===== src/rtl/pio_pkg.sv =====
package pio_pkg;
  localparam int unsigned ADDR_W = 3;

  typedef enum logic [ADDR_W-1:0] {
    REG_MODE   = 3'd0,
    REG_DIR    = 3'd1,
    REG_DATA   = 3'd2,
    REG_PULLEN = 3'd3,
    REG_PULLUP = 3'd4,
    REG_ODRAIN = 3'd5,
    REG_STATE  = 3'd6
  } pio_reg_e;

  // per-pin configuration as seen by one pin cell
  typedef struct packed {
    logic prog;     // 1 = programmable I/O, 0 = peripheral
    logic out_dir;  // 1 = output
    logic data;
    logic pull_en;
    logic pull_up;  // 1 = up, 0 = down
    logic odrain;
  } pin_cfg_t;
endpackage


===== src/rtl/pio_cfg_regs.sv =====
module pio_cfg_regs
  import pio_pkg::*;
#(
  parameter int unsigned    N           = 32,
  parameter logic [N-1:0]   DEF_MODE    = '1,
  parameter logic [N-1:0]   DEF_PULL_EN = '1,
  parameter logic [N-1:0]   DEF_PULL_UP = '1,
  parameter logic [N-1:0]   OVR_MASK    = '0
) (
  input  logic              clk,
  input  logic              rst_n,
  input  logic              strap_ovr_n,
  input  logic              wr_en,
  input  logic [ADDR_W-1:0] wr_addr,
  input  logic [N-1:0]      wr_data,
  input  logic [ADDR_W-1:0] rd_addr,
  input  logic [N-1:0]      state_in,
  output logic [N-1:0]      rd_data,
  output logic [N-1:0]      mode_q,
  output logic [N-1:0]      dir_q,
  output logic [N-1:0]      data_q,
  output logic [N-1:0]      pen_q,
  output logic [N-1:0]      pup_q,
  output logic [N-1:0]      od_q
);
  logic [N-1:0] ovr_keep;

  // pins in OVR_MASK fall back to normal function when the strap is low
  assign ovr_keep = strap_ovr_n ? {N{1'b1}} : ~OVR_MASK;

  always_ff @(posedge clk) begin
    if (!rst_n) begin
      mode_q <= DEF_MODE & ovr_keep;
      dir_q  <= '0;
      data_q <= '0;
      pen_q  <= DEF_PULL_EN & ovr_keep;
      pup_q  <= DEF_PULL_UP;
      od_q   <= '0;
    end else if (wr_en) begin
      unique case (pio_reg_e'(wr_addr))
        REG_MODE:   mode_q <= wr_data;
        REG_DIR:    dir_q  <= wr_data;
        REG_DATA:   data_q <= wr_data;
        REG_PULLEN: pen_q  <= wr_data;
        REG_PULLUP: pup_q  <= wr_data;
        REG_ODRAIN: od_q   <= wr_data;
        default:    ;  // state register and unused codes are read-only
      endcase
    end
  end

  always_comb begin
    unique case (pio_reg_e'(rd_addr))
      REG_MODE:   rd_data = mode_q;
      REG_DIR:    rd_data = dir_q;
      REG_DATA:   rd_data = data_q;
      REG_PULLEN: rd_data = pen_q;
      REG_PULLUP: rd_data = pup_q;
      REG_ODRAIN: rd_data = od_q;
      REG_STATE:  rd_data = state_in;
      default:    rd_data = '0;
    endcase
  end
endmodule


===== src/rtl/pio_sync.sv =====
module pio_sync #(
  parameter int unsigned N      = 32,
  parameter int unsigned STAGES = 2
) (
  input  logic         clk,
  input  logic [N-1:0] async_in,
  output logic [N-1:0] sync_out
);
  logic [N-1:0] stage_q [STAGES];

  // free-running chain: no reset, so the latency is the same in every cycle
  always_ff @(posedge clk) stage_q[0] <= async_in;

  for (genvar s = 1; s < STAGES; s++) begin : g_stage
    always_ff @(posedge clk) stage_q[s] <= stage_q[s-1];
  end

  assign sync_out = stage_q[STAGES-1];
endmodule


===== src/rtl/pio_pin_cell.sv =====
module pio_pin_cell
  import pio_pkg::*;
#(
  parameter bit IS_CS = 1'b0
) (
  input  pin_cfg_t cfg,
  input  logic     bus_hold,
  input  logic     periph_oe,
  input  logic     periph_out,
  output logic     oe,
  output logic     out,
  output logic     pu,
  output logic     pd
);
  always_comb begin
    oe  = 1'b0;
    out = 1'b0;
    pu  = 1'b0;
    pd  = 1'b0;
    if (!cfg.prog) begin
      oe  = periph_oe;
      out = periph_oe & periph_out;
    end else if (cfg.out_dir) begin
      if (cfg.odrain) begin
        oe = ~cfg.data;          // sink only, release on 1
      end else begin
        oe  = 1'b1;
        out = cfg.data;
      end
    end else if (IS_CS && bus_hold) begin
      pu = 1'b1;                 // forced while bus is granted away
    end else begin
      pu = cfg.pull_en & cfg.pull_up;
      pd = cfg.pull_en & ~cfg.pull_up;
    end
  end
endmodule


===== src/rtl/pio_bank.sv =====
module pio_bank
  import pio_pkg::*;
#(
  parameter int unsigned  N           = 32,
  parameter int unsigned  SYNC_STAGES = 2,
  parameter logic [N-1:0] DEF_MODE    = 32'hFFFF_FFF0,
  parameter logic [N-1:0] DEF_PULL_EN = 32'hFFFF_FFF0,
  parameter logic [N-1:0] DEF_PULL_UP = 32'h0000_FFFF,
  parameter logic [N-1:0] OVR_MASK    = 32'h0000_0030,
  parameter logic [N-1:0] CS_MASK     = 32'h00FF_0000
) (
  input  logic              clk,
  input  logic              rst_n,
  input  logic              strap_ovr_n,
  input  logic              bus_hold_ack,
  input  logic              wr_en,
  input  logic [ADDR_W-1:0] wr_addr,
  input  logic [N-1:0]      wr_data,
  input  logic [ADDR_W-1:0] rd_addr,
  output logic [N-1:0]      rd_data,
  input  logic [N-1:0]      periph_oe,
  input  logic [N-1:0]      periph_out,
  input  logic [N-1:0]      pad_in,
  output logic [N-1:0]      pad_oe,
  output logic [N-1:0]      pad_out,
  output logic [N-1:0]      pad_pu,
  output logic [N-1:0]      pad_pd
);
  logic [N-1:0] mode_q, dir_q, data_q, pen_q, pup_q, od_q;
  logic [N-1:0] state_q;

  pio_cfg_regs #(
    .N(N), .DEF_MODE(DEF_MODE), .DEF_PULL_EN(DEF_PULL_EN),
    .DEF_PULL_UP(DEF_PULL_UP), .OVR_MASK(OVR_MASK)
  ) regs_i (
    .clk(clk), .rst_n(rst_n), .strap_ovr_n(strap_ovr_n),
    .wr_en(wr_en), .wr_addr(wr_addr), .wr_data(wr_data),
    .rd_addr(rd_addr), .state_in(state_q), .rd_data(rd_data),
    .mode_q(mode_q), .dir_q(dir_q), .data_q(data_q),
    .pen_q(pen_q), .pup_q(pup_q), .od_q(od_q)
  );

  pio_sync #(.N(N), .STAGES(SYNC_STAGES)) sync_i (
    .clk(clk), .async_in(pad_in), .sync_out(state_q)
  );

  for (genvar p = 0; p < N; p++) begin : g_pin
    pin_cfg_t cfg;
    assign cfg = '{prog: mode_q[p], out_dir: dir_q[p], data: data_q[p],
                   pull_en: pen_q[p], pull_up: pup_q[p], odrain: od_q[p]};

    pio_pin_cell #(.IS_CS(CS_MASK[p])) cell_i (
      .cfg(cfg), .bus_hold(bus_hold_ack),
      .periph_oe(periph_oe[p]), .periph_out(periph_out[p]),
      .oe(pad_oe[p]), .out(pad_out[p]), .pu(pad_pu[p]), .pd(pad_pd[p])
    );
  end
endmodule


===== config.mk =====
export PLATFORM = sky130hd
export DESIGN_NAME = pio_bank
export DESIGN_NICKNAME = d
export VERILOG_FILES = /design/src/rtl/pio_pkg.sv /design/src/rtl/pio_cfg_regs.sv /design/src/rtl/pio_sync.sv /design/src/rtl/pio_pin_cell.sv /design/src/rtl/pio_bank.sv
export SDC_FILE = /design/constraint.sdc
export NUM_CORES = 1
export LEC_CHECK = 0
export BUFFER_PORTS_ARGS = -buffer_cell sky130_fd_sc_hd__buf_4
export CAP_MARGIN = 0
export CORE_ASPECT_RATIO = 0.7
export CORE_MARGIN = 5
export CORE_UTILIZATION = 56
export DETAILED_ROUTE_END_ITERATION = 7
export PLACE_DENSITY = 0.81
export SLEW_MARGIN = 10
export SYNTH_ARGS = -nofsm -noshare
export SYNTH_HDL_FRONTEND = slang
export SYNTH_SLANG_ARGS = --single-unit

===== constraint.sdc =====
create_clock -name clk -period 4 [get_ports clk]
set_input_delay 0 -clock clk [delete_from_list [all_inputs] [get_ports clk]]
set_output_delay 0 -clock clk [all_outputs]
set_load 0.02 [all_outputs]

==> results of run 1 <==
==> power by group through the flow <==
stage | clock network, mW | logic (mW) | registers (mW)
6_report | 2.41 | 0.953 | 2.89
5_1_grt | 2.55 | 1.01 | 2.90
4_1_cts | 2.43 | 0.947 | 2.88
3_5_place_dp | 0 | 0.889 | 2.93
3_3_place_gp | 0 | 0.869 | 2.93
2_1_floorplan | 0 | 0.604 | 2.89
==> critical path: stages <==
cell and delay (ns):
buf_4 0.45, buf_4 0.64, mux4_2 0.58, mux2_2 0.27
buf_4 0.16
==> how the worst max path moves through the flow <==
| stage | start | end | slack (ns) | cells past startpoint |
|---|---|---|---|---|
| CTS | rd_addr[1] | rd_data[23] | 1.88 | 5 |
| floorplan | wr_addr[0] | regs_i.mode_q[10]$_SDFFCE_PN1P_ | 2.19 | 4 |
| global route | rd_addr[1] | rd_data[23] | 1.75 | 5 |
| detailed placement | rd_addr[1] | rd_data[23] | 1.87 | 5 |
| global placement | rd_addr[1] | rd_data[23] | 1.90 | 5 |
| finish | rd_addr[1] | rd_data[23] | 1.83 | 5 |
==> final cells by class <==
type	count	area (µm²)	share of cell area
Timing Repair Buffer	383	3060	0.191
Clock buffer	41	820	0.0513
Clock inverter	7	33.8	0.00211
Antenna cell	1	2.50	0.000156
Inverter	32	120	0.00751
Tap cell	312	390	0.0244
Multi-Input combinational cell	1006	5880	0.368
Sequential cell	256	5690	0.356
==> cell usage in the layout (no fill, tap or decap), drive strengths merged, types with 5 or more instances in the layout <==
master and instances:
edfxtp 56, dfxtp 200, a21oi 8, clkinv 7, inv 32, o2bb2ai 6
nor3 21, o22ai 23, dlygate4sd3 71, a211o 24, and4b 5, nor3b 45
nor2 9, nand4b 35, nand2b 12, clkbuf 41, nand3 111, o21ai 79
mux2i 57, nand2 424, nor4b 9, mux2 30, a21boi 84, buf 312
mux4 7
==> per-layer routing <==
metal	GRT usage	wire (µm)	vias to the layer above
li1	-	-	5479
met2	0.487	19100	608
met5	0	0	-
met1	0.376	16300	5586
met3	0.0517	3650	90
met4	0.0934	1070	0
==> synthesized netlist by cell type, types with 2 or more instances <==
library cell / count / area share
edfxtp_1: 56 / 0.13
and4b_1: 5 / 0.0038
nand4b_1: 35 / 0.023
buf_2: 46 / 0.018
nor3_1: 21 / 0.0080
mux2_1: 3 / 0.0026
nor4b_1: 8 / 0.0054
a21oi_1: 8 / 0.0031
clkbuf_1: 38 / 0.011
o2bb2ai_1: 6 / 0.0040
dfxtp_1: 200 / 0.31
buf_4: 132 / 0.076
nand2_1: 424 / 0.12
o21ai_0: 71 / 0.027
nor2_1: 9 / 0.0026
mux2_2: 27 / 0.023
and4bb_1: 3 / 0.0029
nand2b_1: 12 / 0.0057
a21boi_0: 6 / 0.0034
a211o_1: 24 / 0.016
nor3b_1: 45 / 0.026
nand3_1: 111 / 0.043
buf_1: 5 / 0.0014
a21boi_1: 78 / 0.045
mux2i_1: 57 / 0.044
o22ai_1: 23 / 0.011
o21a_1: 2 / 0.0011
mux4_2: 7 / 0.012
buf_6: 2 / 0.0017
nor4bb_1: 3 / 0.0023
nand4bb_1: 3 / 0.0026
inv_1: 32 / 0.0092
o21ai_1: 8 / 0.0031
==> stage by stage <==
| stage | instance area [µm²] | util | std cells | total power [mW] | hold WS [ns] |
|---|---|---|---|---|---|
| after floorplan | 13100 | - | 1518 | 3.49 | 0.0277 |
| after detailed placement | 14400 | 0.633 | 1918 | 3.82 | 0.106 |
| final | 16000 | 0.702 | 2038 | 6.25 | 0.115 |
| after CTS | 16000 | 0.701 | 2037 | 6.25 | 0.100 |
| after global routing | 16000 | 0.701 | 2037 | 6.46 | 0.113 |
| after global placement | 14400 | 0.633 | 1918 | 3.80 | 0.105 |
==> flip-flops by register name (all words and copies together), names as in the netlist <==
register / cells
sync_i.stage_q: 64
regs_i.od_q: 32
regs_i.pen_q: 32
regs_i.pup_q: 32
regs_i.data_q: 32
regs_i.mode_q: 32
regs_i.dir_q: 32
==> repair_timing <==
action                    CTS  global route
hold endpoints to repair  224             0
hold buffers               71             0
setup buffers               0             0
==> cells by family (layout without fill, tap and decap cells) <==
| family | count (synthesis) | in the layout | share of synthesized area |
|---|---|---|---|
| compound gates | 229 | 229 | 0.116 |
| buf+inv | 256 | 463 | 0.117 |
| simple gates | 683 | 683 | 0.250 |
| flops | 256 | 256 | 0.435 |
| other cells | 0 | 1 | 0 |
| mux | 94 | 94 | 0.0816 |
==> impl_metrics.py, run 1 <==
metrics = {
    "detailed_routing": {
        "viasPerCell": 5.77,
        "drc_errors": 0,
        "drt-initial-drc-count": 990,
        "wl_per_cell_um": 19.7,
        "first_pass_iters": 5,
        "antenna_left": 0,
        "via_count": 11800,
        "wl_mm": 40.1,
    },
    "critical_path": {
        "reg2reg_setup_slack_ns": 2.83,
        "critPathKind": "input pin to output port",
        "reg2reg_from": "regs_i.pup_q[5]$_SDFFE_PN1P_",
        "start_kind": "input pin",
        "crit_path_max_fanout": 36,
        "required_ns": 4.00,
        "end_kind": "output port",
        "r2r_cells": 3,
        "reg2reg_to": "regs_i.pup_q[5]$_SDFFE_PN1P_",
        "crit_arrival_ns": 2.17,
    },
    "logic_synthesis": {
        "ys_warn_count": 0,
        "synth-async-reset-ratio": 0,
        "ys_seq_area_frac": 0.435,
        "ys.flop_type": "dfxtp_1",
        "avgSynthCellArea_um2": 8.60,
        "yosysUniqueCellTypes": 41,
        "synth-seq-cells": 256,
        "syn-instance-count": 1518,
        "synth_nets": 1657,
        "synth_area_um2": 13100,
        "synth-edff-count": 56,
    },
    "clock_network": {
        "cts-buffers-inserted": 26,
        "clk_pin_slew_ns": 0.06,
        "clock-sinks": 256,
        "cts_tree": "yes",
        "clk_latency_ns": 0.52,
        "cts_resized": 0,
        "clk_path_buf_depth": 3,
        "clockRootBuffer": "clkbuf_16",
        "h-tree-depth": 1,
    },
    "grt": {
        "grt.overflow.total": 0,
        "grt_start_max_net_pins": 92,
        "grt_pass1_vias": 11500,
        "grt_pass1_wl_mm": 60.8,
        "grt_usage": 0.288,
        "antenna_found_initial": 0,
    },
    "power": {
        "ir_drop_mv": 0.353,
        "leakage_nw": 6.83,
        "combPwrFrac": 0.153,
        "pwr-share-seq": 0.462,
        "power.switching_mw": 1.64,
        "internal_power_mw": 4.61,
        "swShare": 0.263,
        "power_frac_clock": 0.386,
        "p_per_area_nw_per_um2": 391,
    },
    "cells_and_area": {
        "fin_nets": 1844,
        "areaGrowthSynthToFinish_pct": 22.4,
        "layout-drive-gt1-share": 0.230,
        "nFillCells": 1776,
    },
    "place": {
        "dp_slack_ns": 1.87,
        "place_congestion": 0.831,
        "io_buffers": 298,
        "place_hpwl_mm": 25.3,
    },
    "floorplanning": {
        "ios": 299,
        "initial_core_util": 0.573,
        "die_width_um": 193,
        "coreArea_um2": 22800,
        "die_h_um": 138,
        "die-area_um2": 26500,
        "row_count": 46,
    },
    "worst_hold_path": {
        "worstHoldEndpoint": "sync_i.stage_q[0][9]$_DFF_P_",
        "min_path_cells": 2,
        "hp-start": "pad_in[9]",
        "hold_class": "input pin to flip-flop",
    },
    "run": {
        "cap_violations": 0,
    },
    "status": {
        "status": "completed",
    },
    "timing": {
        "skew_ns": 0.00424,
        "setup_tns_ns": 0,
        "layout_min_cycle_time_ns": 2.17,
        "fin_ws_ns": 1.83,
        "rsz0062_at_grt": "false",
        "period_share": 0.542,
        "tightestPinTransition_ns": 1.13,
        "setup_viol": 0,
        "hold_viol_final": 0,
        "drv_slew": 0,
        "relSlewSlack": 0.249,
        "max_freq_ghz": 0.462,
    },
}
Power figures use the tool's default switching activity.
==> inputs of run 2 (changes only) <==
--- a/config.mk
+++ b/config.mk
@@ -9,9 +9,9 @@
 export CAP_MARGIN = 0
 export CORE_ASPECT_RATIO = 0.7
 export CORE_MARGIN = 5
-export CORE_UTILIZATION = 56
+export CORE_UTILIZATION = 49
 export DETAILED_ROUTE_END_ITERATION = 7
-export PLACE_DENSITY = 0.81
+export PLACE_DENSITY = 0.75
 export SLEW_MARGIN = 10
 export SYNTH_ARGS = -nofsm -noshare
 export SYNTH_HDL_FRONTEND = slang
==> constraint.sdc (replaced) <==
create_clock -name clk -period 1.91 [get_ports clk]
set_input_delay 0 -clock clk [delete_from_list [all_inputs] [get_ports clk]]
set_output_delay 0 -clock clk [all_outputs]
set_load 0.02 [all_outputs]
==> run 2 against run 1 <==
Design area grew 2.2%. Cell count grew 3.6%. Non-clock buffer count grew 26. Clock skew grew 0.0017 ns. Global-route usage shrank 3.0 points. Sequential share of layout area shrank 0.77 points. Register-to-register slack lost 2.1 ns. Hold slack gained 0.0095 ns. Critical path depth shrank 2. Die area grew 13%. Worst setup slack lost 1.8 ns. Clock power grew 110%. Critical endpoint is now rd_data[10]. Largest cell class unchanged.
==> impl_metrics.py, run 2 (synthesis gave the netlist of run 1 again) <==
metrics = {
    "grt": {
        "grt_usage": 0.258,
        "grt_pass1_wl_mm": 62.7,
        "grt_pass1_vias": 11300,
        "grt_start_max_net_pins": 73,
        "antenna_found_initial": 1,
        "grt.overflow.total": 0,
    },
    "detailed_routing": {
        "drc_errors": 0,
        "drt-initial-drc-count": 1026,
        "via_count": 11600,
        "first_pass_iters": 5,
        "wl_per_cell_um": 19.1,
        "wl_mm": 40.4,
        "viasPerCell": 5.51,
        "antenna_left": 0,
    },
    "timing": {
        "hold_viol_final": 0,
        "rsz0062_at_grt": "true",
        "whs_ns": 0.124,
        "period_share": 0.986,
        "tightestPinTransition_ns": 0.966,
        "drv_slew": 0,
        "setup_viol": 0,
        "relSlewSlack": 0.354,
        "layout_min_cycle_time_ns": 1.88,
        "max_freq_ghz": 0.531,
        "skew_ns": 0.00595,
        "setup_tns_ns": 0,
    },
    "cells_and_area": {
        "stdcell_area_um2": 16300,
        "areaGrowthSynthToFinish_pct": 25.1,
        "largest_register_ffs": 64,
        "final_common_cell": "nand2_1",
        "fin_nets": 1869,
        "antenna-diode-count": 0,
        "layout-drive-gt1-share": 0.241,
        "top_register": "sync_i.stage_q",
        "fin_util": 0.616,
        "final_cell_mix": "422 x nand2_1, 328 x buf_4, 200 x dfxtp_1, 111 x nand3_1, 78 x a21boi_1",
    },
    "critical_path": {
        "start_kind": "flip-flop",
        "end_kind": "output port",
        "reg2reg_to": "regs_i.pup_q[2]$_SDFFE_PN1P_",
        "cpPeakStageDelay_ns": 0.51,
        "reg2reg_setup_slack_ns": 0.73,
        "required_ns": 1.91,
        "r2r_cells": 3,
        "crit_path_max_fanout": 2,
        "critPathKind": "flip-flop to output port",
        "crit_arrival_ns": 1.88,
        "reg2reg_from": "regs_i.pup_q[2]$_SDFFE_PN1P_",
        "slowest_stage": "mux4_2",
        "crit_chain": "mux4_2 > mux2_4 > buf_6",
    },
    "floorplanning": {
        "ios": 299,
        "initial_core_util": 0.492,
        "die-area_um2": 30100,
        "row_count": 50,
        "die_h_um": 147,
        "die_width_um": 205,
        "coreArea_um2": 26500,
    },
    "place": {
        "io_buffers": 298,
        "place_hpwl_mm": 26.7,
        "place_congestion": 0.864,
        "dpl_cell_area_um2": 14700,
    },
    "worst_hold_path": {
        "min_path_cells": 2,
        "hp-start": "pad_in[13]",
        "worstHoldEndpoint": "sync_i.stage_q[0][13]$_DFF_P_",
        "hold_class": "input pin to flip-flop",
    },
    "run": {
        "cap_violations": 0,
    },
    "power": {
        "power_mw": 13.3,
        "leakage_nw": 6.97,
        "ir_drop_mv": 0.574,
        "p_per_area_nw_per_um2": 812,
    },
    "clock_network": {
        "h-tree-depth": 1,
        "clk_pin_slew_ns": 0.07,
        "clockRootBuffer": "clkbuf_16",
        "clock-sinks": 256,
        "clk_latency_ns": 0.52,
        "cts-buffers-inserted": 25,
        "clk_path_buf_depth": 3,
        "cts_tree": "yes",
    },
    "status": {
        "status": "completed",
    },
}
[run 2: worst max path at each step]
stage	cells past startpoint	start	endpoint
2_1_floorplan	4	wr_addr[0]	regs_i.mode_q[10]$_SDFFCE_PN1P_
3_3_place_gp	4	wr_addr[0]	regs_i.mode_q[20]$_SDFFCE_PN1P_
4_1_cts	3	regs_i.mode_q[26]$_SDFFCE_PN1P_	rd_data[26]
3_5_place_dp	4	wr_addr[0]	regs_i.mode_q[20]$_SDFFCE_PN1P_
5_1_grt	3	regs_i.pen_q[10]$_SDFFCE_PN1P_	rd_data[10]
6_report	3	regs_i.pen_q[10]$_SDFFCE_PN1P_	rd_data[10]
[run 2: final cells by class]
class	count	area (µm²)
clock buffer	33	676
clock inverter	12	165
fill	2241	10200
inverter	32	120
multi-input combinational	1006	5890
sequential	256	5690
tap	364	455
timing repair buffer	409	3350
[run 2: through the flow]
stage                     setup slack [ns]  instances
after detailed placement             0.454       1990
after global routing               -0.0205       2112
final                               0.0275       2112
after global placement               0.479       1990
after CTS                           0.0163       2109
after floorplan                      0.104       1518
[run 2: report_power, final]
part | switching [mW] | internal, mW | leakage, nW
clock | 2.13 | 3.03 | 0.413
combinational | 1.11 | 0.970 | 4.37
sequential | 0.225 | 5.80 | 2.19
total | 3.46 | 9.80 | 6.97
[run 2: metal layers]
layer	wire (µm)	up-vias	global-route usage
met4	867	2	0.0529
met3	3670	65	0.0435
met2	18500	541	0.414
met1	17400	5507	0.369
met5	20	-	0
li1	-	5524	-
[run 2: repair_timing]
action | 4_1_cts | 5_1_grt
endpoints found under the setup margin | 3 | 4
gates resized for setup | 2 | 3
hold endpoints to repair | 224 | 0
pin swaps | 0 | 0
hold buffers | 71 | 0
setup buffers | 3 | 3
[run 2: worst max-delay path, delay by kind of cell, from the launching register on]
kind | cells | cell delay [ns]
buffers and inverters | 1 | 0.14
flip-flops | 1 | 0.42
multiplexers | 2 | 0.81
==> inputs of run 3 (changes only) <==
--- a/config.mk
+++ b/config.mk
@@ -5,13 +5,15 @@
 export SDC_FILE = /design/constraint.sdc
 export NUM_CORES = 1
 export LEC_CHECK = 0
+export ABC_AREA = 1
 export BUFFER_PORTS_ARGS = -buffer_cell sky130_fd_sc_hd__buf_4
 export CAP_MARGIN = 0
 export CORE_ASPECT_RATIO = 0.7
 export CORE_MARGIN = 5
-export CORE_UTILIZATION = 49
+export CORE_UTILIZATION = 50
 export DETAILED_ROUTE_END_ITERATION = 7
-export PLACE_DENSITY = 0.75
+export PLACE_DENSITY = 0.77
+export SKIP_CTS_REPAIR_TIMING = 1
 export SLEW_MARGIN = 10
 export SYNTH_ARGS = -nofsm -noshare
 export SYNTH_HDL_FRONTEND = slang
==> run 3 against run 2 <==
Core utilization is 0.76 points higher. Design area is 0.99% higher. Non-clock buffer count is 4 lower. Critical path type is now input pin to flip-flop. Largest power group unchanged.
==> impl_metrics.py, run 3 <==
metrics = {
    "status": {
        "status": "completed",
    },
    "critical_path": {
        "worstSetupStartpoint": "wr_addr[1]",
        "crit_arrival_ns": 2.14,
        "crit_path_max_fanout": 21,
        "required_ns": 2.32,
        "critPathKind": "input pin to flip-flop",
        "reg2reg_from": "regs_i.pen_q[3]$_SDFFE_PN0P_",
        "end_kind": "flip-flop",
        "reg2reg_setup_slack_ns": 0.69,
        "start_kind": "input pin",
    },
    "timing": {
        "tightestPinTransition_ns": 0.604,
        "rsz0062_at_grt": "false",
        "fin_ws_ns": 0.179,
        "period_share": 0.906,
        "layout_min_cycle_time_ns": 1.73,
        "hold_viol_final": 0,
        "relSlewSlack": 0.597,
        "skew_ns": 0.00351,
        "setup_viol": 0,
        "drv_slew": 0,
        "max_freq_ghz": 0.578,
        "setup_tns_ns": 0,
    },
    "logic_synthesis": {
        "synth.top_cell.area_share": 0.301,
        "synth-async-reset-ratio": 0,
        "ys_warn_count": 0,
        "yosysTopAreaCell": "dfxtp_1",
        "synth_area_um2": 13300,
        "synth_common_cells": "344 x nor2_1, 291 x nand2_1, 200 x dfxtp_1",
        "ys_seq_area_frac": 0.427,
        "post-synth-top-count-cell": "nor2_1",
        "syn-instance-count": 1837,
        "ys.flop_type": "dfxtp_1",
        "synth_area_leaders": "dfxtp_1 30%, edfxtp_1 13%, nor2_1 9.7%, nand2_1 8.2%, buf_4 7.8%",
        "synth_nets": 1976,
        "synth-edff-count": 56,
        "avgSynthCellArea_um2": 7.25,
        "yosysUniqueCellTypes": 24,
        "synth-seq-cells": 256,
    },
    "detailed_routing": {
        "via_count": 13600,
        "viasPerCell": 5.65,
        "dr_wl_met2_mm": 19.8,
        "first_pass_iters": 6,
        "drc_errors": 0,
        "top_layer": "met4",
        "wl_per_cell_um": 18.2,
        "drt-initial-drc-count": 1506,
        "wl_mm": 43.9,
        "antenna_left": 0,
        "wl_met1_mm": 18.7,
        "wl_met3_mm": 4.54,
    },
    "cells_and_area": {
        "final_common_cell": "nor2_1",
        "fin_nets": 2163,
        "final_cell_mix": "342 x nor2_1, 324 x buf_4, 287 x nand2_1, 200 x dfxtp_1",
        "largest_register_ffs": 64,
        "antenna-diode-count": 0,
        "fin_cells": 2408,
        "top_register": "sync_i.stage_q",
        "layout-drive-gt1-share": 0.198,
        "areaGrowthSynthToFinish_pct": 23.9,
        "fin_util": 0.624,
    },
    "clock_network": {
        "clk_pin_slew_ns": 0.06,
        "clk_path_buf_depth": 3,
        "h-tree-depth": 1,
        "clock-sinks": 256,
        "clk_latency_ns": 0.52,
        "clockRootBuffer": "clkbuf_16",
        "cts_tree": "yes",
        "cts-buffers-inserted": 26,
    },
    "floorplanning": {
        "coreArea_um2": 26500,
        "die-area_um2": 30100,
        "die_h_um": 147,
        "row_count": 50,
        "initial_core_util": 0.503,
        "ios": 299,
        "die_width_um": 205,
    },
    "worst_hold_path": {
        "hp-start": "pad_in[15]",
        "hold_class": "input pin to flip-flop",
    },
    "place": {
        "io_buffers": 298,
        "place_hpwl_mm": 29.3,
        "dp_slack_ns": 0.429,
        "place_congestion": 0.859,
        "dp.cells": 2288,
    },
    "grt": {
        "grt_pass1_vias": 12200,
        "grt_pass1_wl_mm": 67.1,
        "grt.overflow.total": 0,
        "grt_usage": 0.273,
        "antenna_found_initial": 0,
        "grt_start_max_net_pins": 97,
    },
    "power": {
        "p_per_area_nw_per_um2": 817,
        "power_mw": 13.5,
        "ir_drop_mv": 0.760,
        "leakage_nw": 7.43,
    },
    "run": {
        "cap_violations": 0,
    },
}
run 3: cell types whose count changed after synthesis, sizes merged, moves of 22 or more:
cell,change
nor3b,-24
clkbuf,+26
mux2,-22
nand4,+160
nor2,+339
nand2,-131
a21boi,-84
mux2i,-57
inv,+75
nand3,+42
a211o,-24
nand4b,-35
o21ai,+81
run 3: where the power goes:
group          total [mW]  switching, mW  internal (mW)
clock                5.12           2.18           2.94
sequential           6.12          0.285           5.84
combinational        2.24           1.32          0.913
run 3: worst paths after layout:
check,end,cells past startpoint
setup / recovery,regs_i.pen_q[3]$_SDFFE_PN0P_,9
hold reg to reg,sync_i.stage_q[0][43]$_DFF_P_,0
setup reg to reg,regs_i.pen_q[3]$_SDFFE_PN0P_,3
hold / removal,sync_i.stage_q[0][15]$_DFF_P_,2
run 3: layout make-up:
class / instances / area (µm²)
multi-input cells: 1228 / 5770
flip-flops and latches: 256 / 5690
clock inverters: 15 / 139
fillers: 2320 / 9960
repair buffers: 405 / 3330
well taps: 364 / 455
inverters: 107 / 403
clock buffers: 33 / 718
run 3: per-stage QoR:
step | hold WS, ns | instance area [µm²]
floorplan | 0.0277 | 13300
global placement | 0.104 | 14900
detailed placement | 0.106 | 14900
CTS | -0.444 | 15800
global route | 0.102 | 16500
finish | 0.113 | 16500
run 3: layer usage:
layer	vias up	GRT usage
li1	6427	-
met1	6327	0.395
met2	788	0.425
met3	75	0.0480
met4	0	0.0673
met5	-	0
run 3: cells by family (layout without fill, tap and decap cells):
logic type             count (synthesis)  in the layout  synth area share
AND/OR/NAND/NOR                     1004           1004             0.338
flip-flops                           256            256             0.427
buffers and inverters                353            560             0.142
AO/OA/AOI/OAI                        216            216            0.0864
multiplexers                           8              8           0.00676
run 3: worst max-delay path, stage by stage:
cell and delay (ns):
dlygate4sd3_1 0.53, buf_4 0.28, nand2_1 0.11, nor2_2 0.19, inv_1 0.10, buf_4 0.21, nor2_1 0.10, nor2_1 0.05
dlygate4sd3_1 0.55
